<file path="src/rtl/rcr_pkg.sv">
`timescale 1ns/1ps
package rcr_pkg;
  localparam int REG_W = 32;

  localparam int BIT_PWR  = 31;
  localparam int BIT_SPWR = 30;
  localparam int BIT_SEXT = 29;
  localparam int BIT_BPWR = 28;
  localparam int BIT_BEXT = 27;

  localparam logic [REG_W-1:0] WR_MASK  = 32'hF800_0000;
  localparam logic [REG_W-1:0] W1C_MASK = 32'h9800_0000;
  localparam logic [REG_W-1:0] W1S_MASK = 32'h6000_0000;
  localparam logic [REG_W-1:0] POR_ONLY = 32'h8000_0000;

  typedef enum logic [1:0] {
    CAUSE_NONE     = 2'b00,
    CAUSE_SOFT_PWR = 2'b01,
    CAUSE_SOFT_EXT = 2'b10
  } cause_e;

  // Keep only the implemented flag bits of the write data.
  function automatic logic [REG_W-1:0] wr_filter(input logic [REG_W-1:0] d);
    return d & WR_MASK;
  endfunction

  // Clear the W1C bits written as 1, then OR in the W1S bits written as 1.
  function automatic logic [REG_W-1:0] apply_wr(input logic [REG_W-1:0] cur,
                                                input logic [REG_W-1:0] m);
    return (cur & ~(m & W1C_MASK)) | (m & W1S_MASK);
  endfunction

  // Soft power-on takes precedence over soft external.
  function automatic cause_e cause_of(input logic [REG_W-1:0] m);
    if (m[BIT_SPWR])      return CAUSE_SOFT_PWR;
    else if (m[BIT_SEXT]) return CAUSE_SOFT_EXT;
    else                  return CAUSE_NONE;
  endfunction

  function automatic logic [REG_W-1:0] btn_bits(input logic bp, input logic bx);
    logic [REG_W-1:0] v;
    v = '0;
    v[BIT_BPWR] = bp;
    v[BIT_BEXT] = bx;
    return v;
  endfunction
endpackage

</file>
<file path="src/rtl/rcr_decode.sv">
`timescale 1ns/1ps
module rcr_decode #(
  parameter int ADDR_W = 3
) (
  input  logic              sel_i,
  input  logic              wr_i,
  input  logic [ADDR_W-1:0] addr_i,
  output logic              wr_hit_o,
  output logic              rd_hit_o
);
  localparam int HI_BIT = 2;
  logic slot_hit;

  generate
    if (ADDR_W > HI_BIT + 1) begin : g_wide
      assign slot_hit = addr_i[HI_BIT] && (addr_i[HI_BIT-1:0] == '0)
                        && (addr_i[ADDR_W-1:HI_BIT+1] == '0);
    end else begin : g_narrow
      assign slot_hit = addr_i[HI_BIT] && (addr_i[HI_BIT-1:0] == '0);
    end
  endgenerate

  assign wr_hit_o = sel_i && wr_i && slot_hit;
  assign rd_hit_o = sel_i && slot_hit;
endmodule

</file>
<file path="src/rtl/rcr_counter.sv">
`timescale 1ns/1ps
module rcr_counter #(
  parameter int CNT_W = 8
) (
  input  logic clk,
  input  logic pwr_rst_n,
  input  logic inc_i,
  input  logic clr_i,
  output logic first_o
);
  localparam logic [CNT_W-1:0] CNT_MAX = {CNT_W{1'b1}};
  logic [CNT_W-1:0] cnt_q;

  always_ff @(posedge clk or negedge pwr_rst_n) begin
    if (!pwr_rst_n)            cnt_q <= '0;
    else if (inc_i) begin
      if (cnt_q != CNT_MAX)    cnt_q <= cnt_q + 1'b1;
    end
    else if (clr_i)            cnt_q <= '0;
  end

  assign first_o = (cnt_q == '0);
endmodule

</file>
<file path="src/rtl/rcr_status.sv">
`timescale 1ns/1ps
module rcr_status
  import rcr_pkg::*;
(
  input  logic             clk,
  input  logic             pwr_rst_n,
  input  logic             sys_rst_i,
  input  logic             first_i,
  input  logic             wr_hit_i,
  input  logic [REG_W-1:0] wdata_i,
  input  logic             btn_pwr_i,
  input  logic             btn_ext_i,
  output logic [REG_W-1:0] stat_o,
  output logic             fire_o,
  output cause_e           cause_o
);
  logic [REG_W-1:0] stat_q, stat_d, wmask;

  always_comb begin
    wmask   = (wr_hit_i && !sys_rst_i) ? wr_filter(wdata_i) : '0;
    fire_o  = 1'b0;
    cause_o = CAUSE_NONE;
    if (sys_rst_i) begin
      stat_d = first_i ? POR_ONLY : stat_q;
    end else begin
      stat_d  = apply_wr(stat_q, wmask);
      fire_o  = |(wmask & W1S_MASK);
      cause_o = cause_of(wmask);
    end
    stat_d = stat_d | btn_bits(btn_pwr_i, btn_ext_i);
  end

  always_ff @(posedge clk or negedge pwr_rst_n) begin
    if (!pwr_rst_n) stat_q <= '0;
    else            stat_q <= stat_d;
  end

  assign stat_o = stat_q;
endmodule

</file>
<file path="src/rtl/rcr_req.sv">
`timescale 1ns/1ps
module rcr_req
  import rcr_pkg::*;
(
  input  logic       clk,
  input  logic       pwr_rst_n,
  input  logic       fire_i,
  input  cause_e     cause_i,
  output logic       req_o,
  output logic [1:0] cause_o
);
  always_ff @(posedge clk or negedge pwr_rst_n) begin
    if (!pwr_rst_n) begin
      req_o   <= 1'b0;
      cause_o <= CAUSE_NONE;
    end else begin
      req_o   <= fire_i;
      cause_o <= fire_i ? cause_i : CAUSE_NONE;
    end
  end
endmodule

</file>
<file path="src/rtl/rst_cause_reg.sv">
`timescale 1ns/1ps
module rst_cause_reg
  import rcr_pkg::*;
#(
  parameter int ADDR_W = 3,
  parameter int CNT_W  = 8
) (
  input  logic              clk,
  input  logic              pwr_rst_n,
  input  logic              sys_rst_i,
  input  logic              reg_sel_i,
  input  logic              reg_wr_i,
  input  logic [ADDR_W-1:0] reg_addr_i,
  input  logic [31:0]       reg_wdata_i,
  output logic [31:0]       reg_rdata_o,
  input  logic              btn_pwr_i,
  input  logic              btn_ext_i,
  output logic              rst_req_o,
  output logic [1:0]        rst_cause_o
);
  // Named internal events, also used by the bound checker.
  logic             wr_hit, rd_hit, first_rst, req_fire, cnt_clr;
  cause_e           req_cause;
  logic [REG_W-1:0] stat;

  rcr_decode #(.ADDR_W(ADDR_W)) u_dec (
    .sel_i    (reg_sel_i),
    .wr_i     (reg_wr_i),
    .addr_i   (reg_addr_i),
    .wr_hit_o (wr_hit),
    .rd_hit_o (rd_hit)
  );

  assign cnt_clr = req_fire && (req_cause == CAUSE_SOFT_PWR);

  rcr_counter #(.CNT_W(CNT_W)) u_cnt (
    .clk       (clk),
    .pwr_rst_n (pwr_rst_n),
    .inc_i     (sys_rst_i),
    .clr_i     (cnt_clr),
    .first_o   (first_rst)
  );

  rcr_status u_stat (
    .clk       (clk),
    .pwr_rst_n (pwr_rst_n),
    .sys_rst_i (sys_rst_i),
    .first_i   (first_rst),
    .wr_hit_i  (wr_hit),
    .wdata_i   (reg_wdata_i),
    .btn_pwr_i (btn_pwr_i),
    .btn_ext_i (btn_ext_i),
    .stat_o    (stat),
    .fire_o    (req_fire),
    .cause_o   (req_cause)
  );

  rcr_req u_req (
    .clk       (clk),
    .pwr_rst_n (pwr_rst_n),
    .fire_i    (req_fire),
    .cause_i   (req_cause),
    .req_o     (rst_req_o),
    .cause_o   (rst_cause_o)
  );

  assign reg_rdata_o = rd_hit ? stat : '0;
endmodule

</file>
<file path="config.mk">
export PLATFORM = sky130hd
export DESIGN_NAME = rst_cause_reg
export DESIGN_NICKNAME = d
export VERILOG_FILES = /design/src/rtl/rcr_pkg.sv /design/src/rtl/rcr_decode.sv /design/src/rtl/rcr_counter.sv /design/src/rtl/rcr_status.sv /design/src/rtl/rcr_req.sv /design/src/rtl/rst_cause_reg.sv
export SDC_FILE = /design/constraint.sdc
export NUM_CORES = 1
export LEC_CHECK = 0
export BUFFER_PORTS_ARGS = -buffer_cell sky130_fd_sc_hd__buf_4
export CORE_ASPECT_RATIO = 0.8
export CORE_MARGIN = 1.5
export CORE_UTILIZATION = 39
export DETAILED_ROUTE_END_ITERATION = 6
export PLACE_DENSITY = 0.81
export SLEW_MARGIN = 20
export SYNTH_ARGS = -nofsm -noshare
export SYNTH_HDL_FRONTEND = slang
export SYNTH_SLANG_ARGS = --single-unit
</file>
<file path="constraint.sdc">
create_clock -name clk -period 1.6 [get_ports clk]
set_input_delay 0 -clock clk [delete_from_list [all_inputs] [get_ports clk]]
set_output_delay 0 -clock clk [all_outputs]
set_load 0.02 [all_outputs]
</file>
[Word level (Yosys, flattened, before mapping)]
Cells that the tools add are included.
Word-level totals
  flip-flop bits (word level): 43
  output and inout bits: 35
  bits of input ports: 42
  word-level logic and storage cells: 36
Operators by class
  reductions and logical operators: 12
  add/subtract/negate cells: 1
  mux-type cells: 12
  bitwise operators: 4
  equality and inequality tests: 3
Operators with widths (count)
  32-bit 2-to-1 mux: 4
  32-bit bitwise AND: 1
  32-bit inverter: 1
  32-bit by 29-bit OR with 32-bit output: 1
  32-bit by 31-bit OR with 32-bit output: 1
  8-bit 2-to-1 mux: 3
  8-bit by 1-bit adder with 8-bit output, second input constant: 1
  8-bit logical NOT: 1
  2-bit 2-to-1 mux: 4
  8-bit inequality test, second input constant: 1
  1-bit logical AND: 6
  2-bit by 1-bit == test with 1-bit output, second input constant: 1
  2-bit logical NOT: 1
  2-bit by 1-bit inequality test with 1-bit output, second input constant: 1
  2-bit AND reduction: 1
  2-bit nonzero test: 1
  2-bit OR reduction: 1
  1-bit logical NOT: 1
  1-bit 2-to-1 mux: 1

[Depth between registers and ports, before layout]
  word-level depth: 12
  mapped depth: 6

[By module]
Synthesis repeated with hierarchy kept, for this count alone.
Second synthesis, totals
  cells, all modules: 149
  area, all modules: 1350.0 µm²
Modules (own cells, without submodules)
  rcr_counter: cells each 56, instances 1, area each 530.5 µm²
  rcr_status: cells each 50, instances 1, area each 449.2 µm²
  rst_cause_reg: cells each 36, instances 1, area each 264.0 µm²
  rcr_req: cells each 5, instances 1, area each 87.6 µm²
  rcr_decode: cells each 2, instances 1, area each 18.8 µm²

[Least setup slack after synthesis]
No wires, ideal clock.
  kind: register to register
  from: register u_cnt.cnt_q[0]
  to: register u_cnt.cnt_q[3]
  slack: 0.174 ns
  arrival: 1.302 ns
  cell stages (with the launch flop): 6
  cell sequence: dfrtp_1 ha_1 nand4_1 o21a_1 and3_1 a211o_1
Between the ends
  longest elaborated chain between the ends: 3
RTL lines
  start, declared: RTL line rcr_counter.sv:12  | logic [CNT_W-1:0] cnt_q;
  start signal, assigned: RTL line rcr_counter.sv:17  | if (cnt_q != CNT_MAX) cnt_q <= cnt_q + 1'b1;
  8-bit by 1-bit adder with 8-bit output / 8-bit inequality test (equally long branches): RTL line rcr_counter.sv:17
  8-bit 2-to-1 mux / 2-bit by 1-bit inequality test with 1-bit output (equally long branches)
  8-bit 2-to-1 mux / 2-bit AND reduction (equally long branches)
Several ways; a longest one is shown, not always the timed one. The select of a mux whose other input is x is not followed.
A chain may end at the register's enable or synchronous reset.

[Worst setup path after layout]
  from: register u_cnt.cnt_q[1]
  to: register u_stat.stat_q[27], in the netlist u_stat.stat_o[27]
Between the ends
  longest elaborated chain between the ends: 4
RTL lines
  8-bit logical NOT: RTL line rcr_counter.sv:22  | assign first_o = (cnt_q == '0);
  32-bit 2-to-1 mux: RTL line rcr_status.sv:24  | stat_d = first_i ? POR_ONLY : stat_q;
  32-bit 2-to-1 mux: RTL line rcr_status.sv:23  | if (sys_rst_i) begin
  32-bit by 29-bit OR with 32-bit output: RTL line rcr_status.sv:30  | stat_d = stat_d | btn_bits(btn_pwr_i, btn_ext_i);
  net u_stat.stat_d[27]: RTL line rcr_status.sv:17  | logic [REG_W-1:0] stat_q, stat_d, wmask;
  end signal, assigned: RTL line rcr_status.sv:35  | else stat_q <= stat_d;
  end, declared: RTL line rcr_status.sv:17
The timed path passes the listed nets, and every way through them passes these cells.

==> results.sh <==
export IMPL_status="completed"
export IMPL_cp_required_ns=1.79
export IMPL_crit_path_top_delay_cell="dfrtp_1"
export IMPL_crit_arrival_ns=1.70
export IMPL_clockRootBuffer="clkbuf_4"
export IMPL_path_buf_inv=2
export IMPL_skew_ns=0.00140
export IMPL_syn_cell_area_um2=996
export IMPL_syn_avg_cell_area_um2=9.96
export IMPL_synth_edff_count=0
export IMPL_synth_top_area_share_pct=40.2
export IMPL_startpoint_type="register"
export IMPL_overflow=0
export IMPL_final_util_pct=52.2
export IMPL_ys_ff_latch=16
export IMPL_wl_um=1910
export IMPL_crit_path_max_incr_delay_ns=0.44
export IMPL_fp_coreArea_um2=2440
export IMPL_final_area_um2=1270
export IMPL_drcViolationCount=0
export IMPL_cts_sinks=16
export IMPL_fin_cells=173
export IMPL_p_per_area_nw_per_um2=951
export IMPL_post_route_period_util_pct=94.4
export IMPL_num_rows=16
export IMPL_initial_utilization_pct=40.8
export IMPL_synth_top_area_cell="dfrtp_1"
export IMPL_grt_pass1_wl_um=2460
export IMPL_hold_violations=0
export IMPL_gp_congestion=0.756
export IMPL_timing_max_cap_violations=0
export IMPL_ir_drop_mv=0.294
export IMPL_cellLeakagePower_nw=0.661
export IMPL_placed_area_um2=1120
export IMPL_drive_above_1_share_pct=28.5
export IMPL_cts_made_buffers=3
export IMPL_path_class="reg -> reg"
export IMPL_end_kind="register"
export IMPL_layout_common_cells="conb_1 (27), buf_4 (27), dfrtp_1 (16)"
export IMPL_dp_hpwl_um=1330
export IMPL_final_max_slew_violation_count=0
export IMPL_ant_nets=0
export IMPL_ys_seq_area_share_pct=40.2
export IMPL_antenna_found_initial=0
export IMPL_place_port_buffers=22
export IMPL_yosysWarnings=0
export IMPL_grt_pass1_vias=577
export IMPL_firstDrtPassIters=4
export IMPL_nNetsFinal=182
export IMPL_grt_usage_pct=11.9
export IMPL_postSynthCellCount=100
export IMPL_crit_path_cell_trace="inv_1, ha_1, nor4b_2, buf_4, nand2_2, a31o_2"
export IMPL_synth_cell_type_count=27
export IMPL_clockBufferDepth=2
export IMPL_grt_start_max_net_pins=17
export IMPL_ys_flop_type="dfrtp_1"
export IMPL_cp_top_family="flip-flops"
export IMPL_max_freq_mhz=662
export IMPL_viasPerCell=4.25
export IMPL_fp_dieW_um=59.5
export IMPL_clkLatencyLatePin_ns=0.29
export IMPL_route_vias_total=736
export IMPL_min_period_ns=1.51
export IMPL_die_h_um=48.2
export IMPL_drt_iter0_markers=22
export IMPL_wl_per_cell_um=11.0
export IMPL_path_clk_slew_ns=0.09
export IMPL_htree_levels=1
export IMPL_io_pins=77
export IMPL_cts_tree="built"
export IMPL_placedCellCount=159
export IMPL_synthTopCellsByArea="dfrtp_1 (40%), buf_4 (21%), a22o_1 (5.3%), and2_1 (3.8%), nand2_1 (3.0%)"
export IMPL_synth_async_reset_ratio_pct=100
export IMPL_synthToLayoutAreaGrowth_pct=28.0
export IMPL_design_die_area_um2=2870
export IMPL_hold_path_class="in -> reg"
export IMPL_diodes=0
export IMPL_path_max_fanout=4
export IMPL_setup_violations=0
export IMPL_nFillCells=222
-- layout make-up --
type / instances / area (um^2) / area share [%]
Timing Repair Buffer: 36 / 293 / 23.0
Clock buffer: 4 / 36.3 / 2.85
Sequential cell: 16 / 400 / 31.4
Inverter: 3 / 11.3 / 0.883
Multi-Input combinational cell: 78 / 489 / 38.4
Tap cell: 36 / 45.0 / 3.53
-- worst paths after layout --
path,slack [ns],depth (start not counted),endpoint,from
setup / recovery,0.09,6,u_stat.stat_o[27],u_cnt.cnt_q[1]
hold / removal,0.03,3,u_stat.stat_o[27],reg_wdata_i[27]
setup reg to reg,0.09,6,u_stat.stat_o[27],u_cnt.cnt_q[1]
hold reg to reg,0.49,1,u_stat.stat_o[30],u_stat.stat_o[30]
max in group asynchronous,1.32,2,u_req.cause_o[1],pwr_rst_n
min in group asynchronous,0.10,2,u_stat.stat_o[27],pwr_rst_n
-- power by group --
| group | switching, mW | internal, mW | total, mW |
|---|---|---|---|
| Combinational | 0.190 | 0.187 | 0.377 |
| Sequential | 0.0799 | 0.486 | 0.566 |
| Clock | 0.131 | 0.139 | 0.270 |
-- flip-flops by register name (all words and copies together), names as in the netlist --
register	cells
u_req.req_o	1
u_cnt.cnt_q	8
u_req.cause_o	2
u_stat.stat_o	5
-- per-layer routing --
layer	up-vias	share of wire, %	track usage (%)
met5	-	0	0
met4	0	1.5	6.67
met3	4	7.2	2.39
met2	35	49	21.8
met1	340	42	13.5
li1	357	-	-
-- kinds of logic (layout without fill, tap and decap cells) --
group	after synthesis	in the layout	synth area share, %
xor gates and xnor gates	5	5	4.40
other	1	27	0.377
muxes	1	1	1.13
buffers and inverters	32	43	22.7
AOI/OAI and AO/OA	15	15	12.8
DFF	16	16	40.2
adders and majority gates	2	2	2.51
and+or+nand+nor	28	28	15.8
-- cell usage after synthesis (2+ instances only) --
library cell	n
a21oi_1	2
a22o_1	6
a31o_2	2
and2_1	6
buf_4	28
dfrtp_1	16
ha_1	2
inv_1	3
nand2_1	8
nand3_1	3
nor2_1	3
nor4b_1	2
o21a_1	2
xnor2_1	2
xor2_1	3
-- tightest hold or removal path: cells and delay by family --
family	cells	cell delay, ns
simple gates	1	0.04
buf+inv	1	0.11
compound gates	1	0.14
-- per-stage QoR --
step                      hold WS [ns]  setup WS, ns  power [mW]  TNS (ns)
after global routing            0.0460       -0.0294        1.29   -0.0447
after detailed placement        -0.128        0.0459       0.904         0
after CTS                       0.0263        0.0191        1.19         0
final                           0.0296        0.0893        1.21         0
after floorplan                 -0.296         0.174       0.832         0
after global placement          -0.134        0.0545       0.883         0
-- what timing repair did --
action,in CTS,in global routing
hold buffers,9,0
endpoints found under the hold margin,27,0
gates resized for setup,0,5
setup endpoints to repair,0,11
setup buffers,0,1
Note: power is estimated with default switching activity, not from simulation.
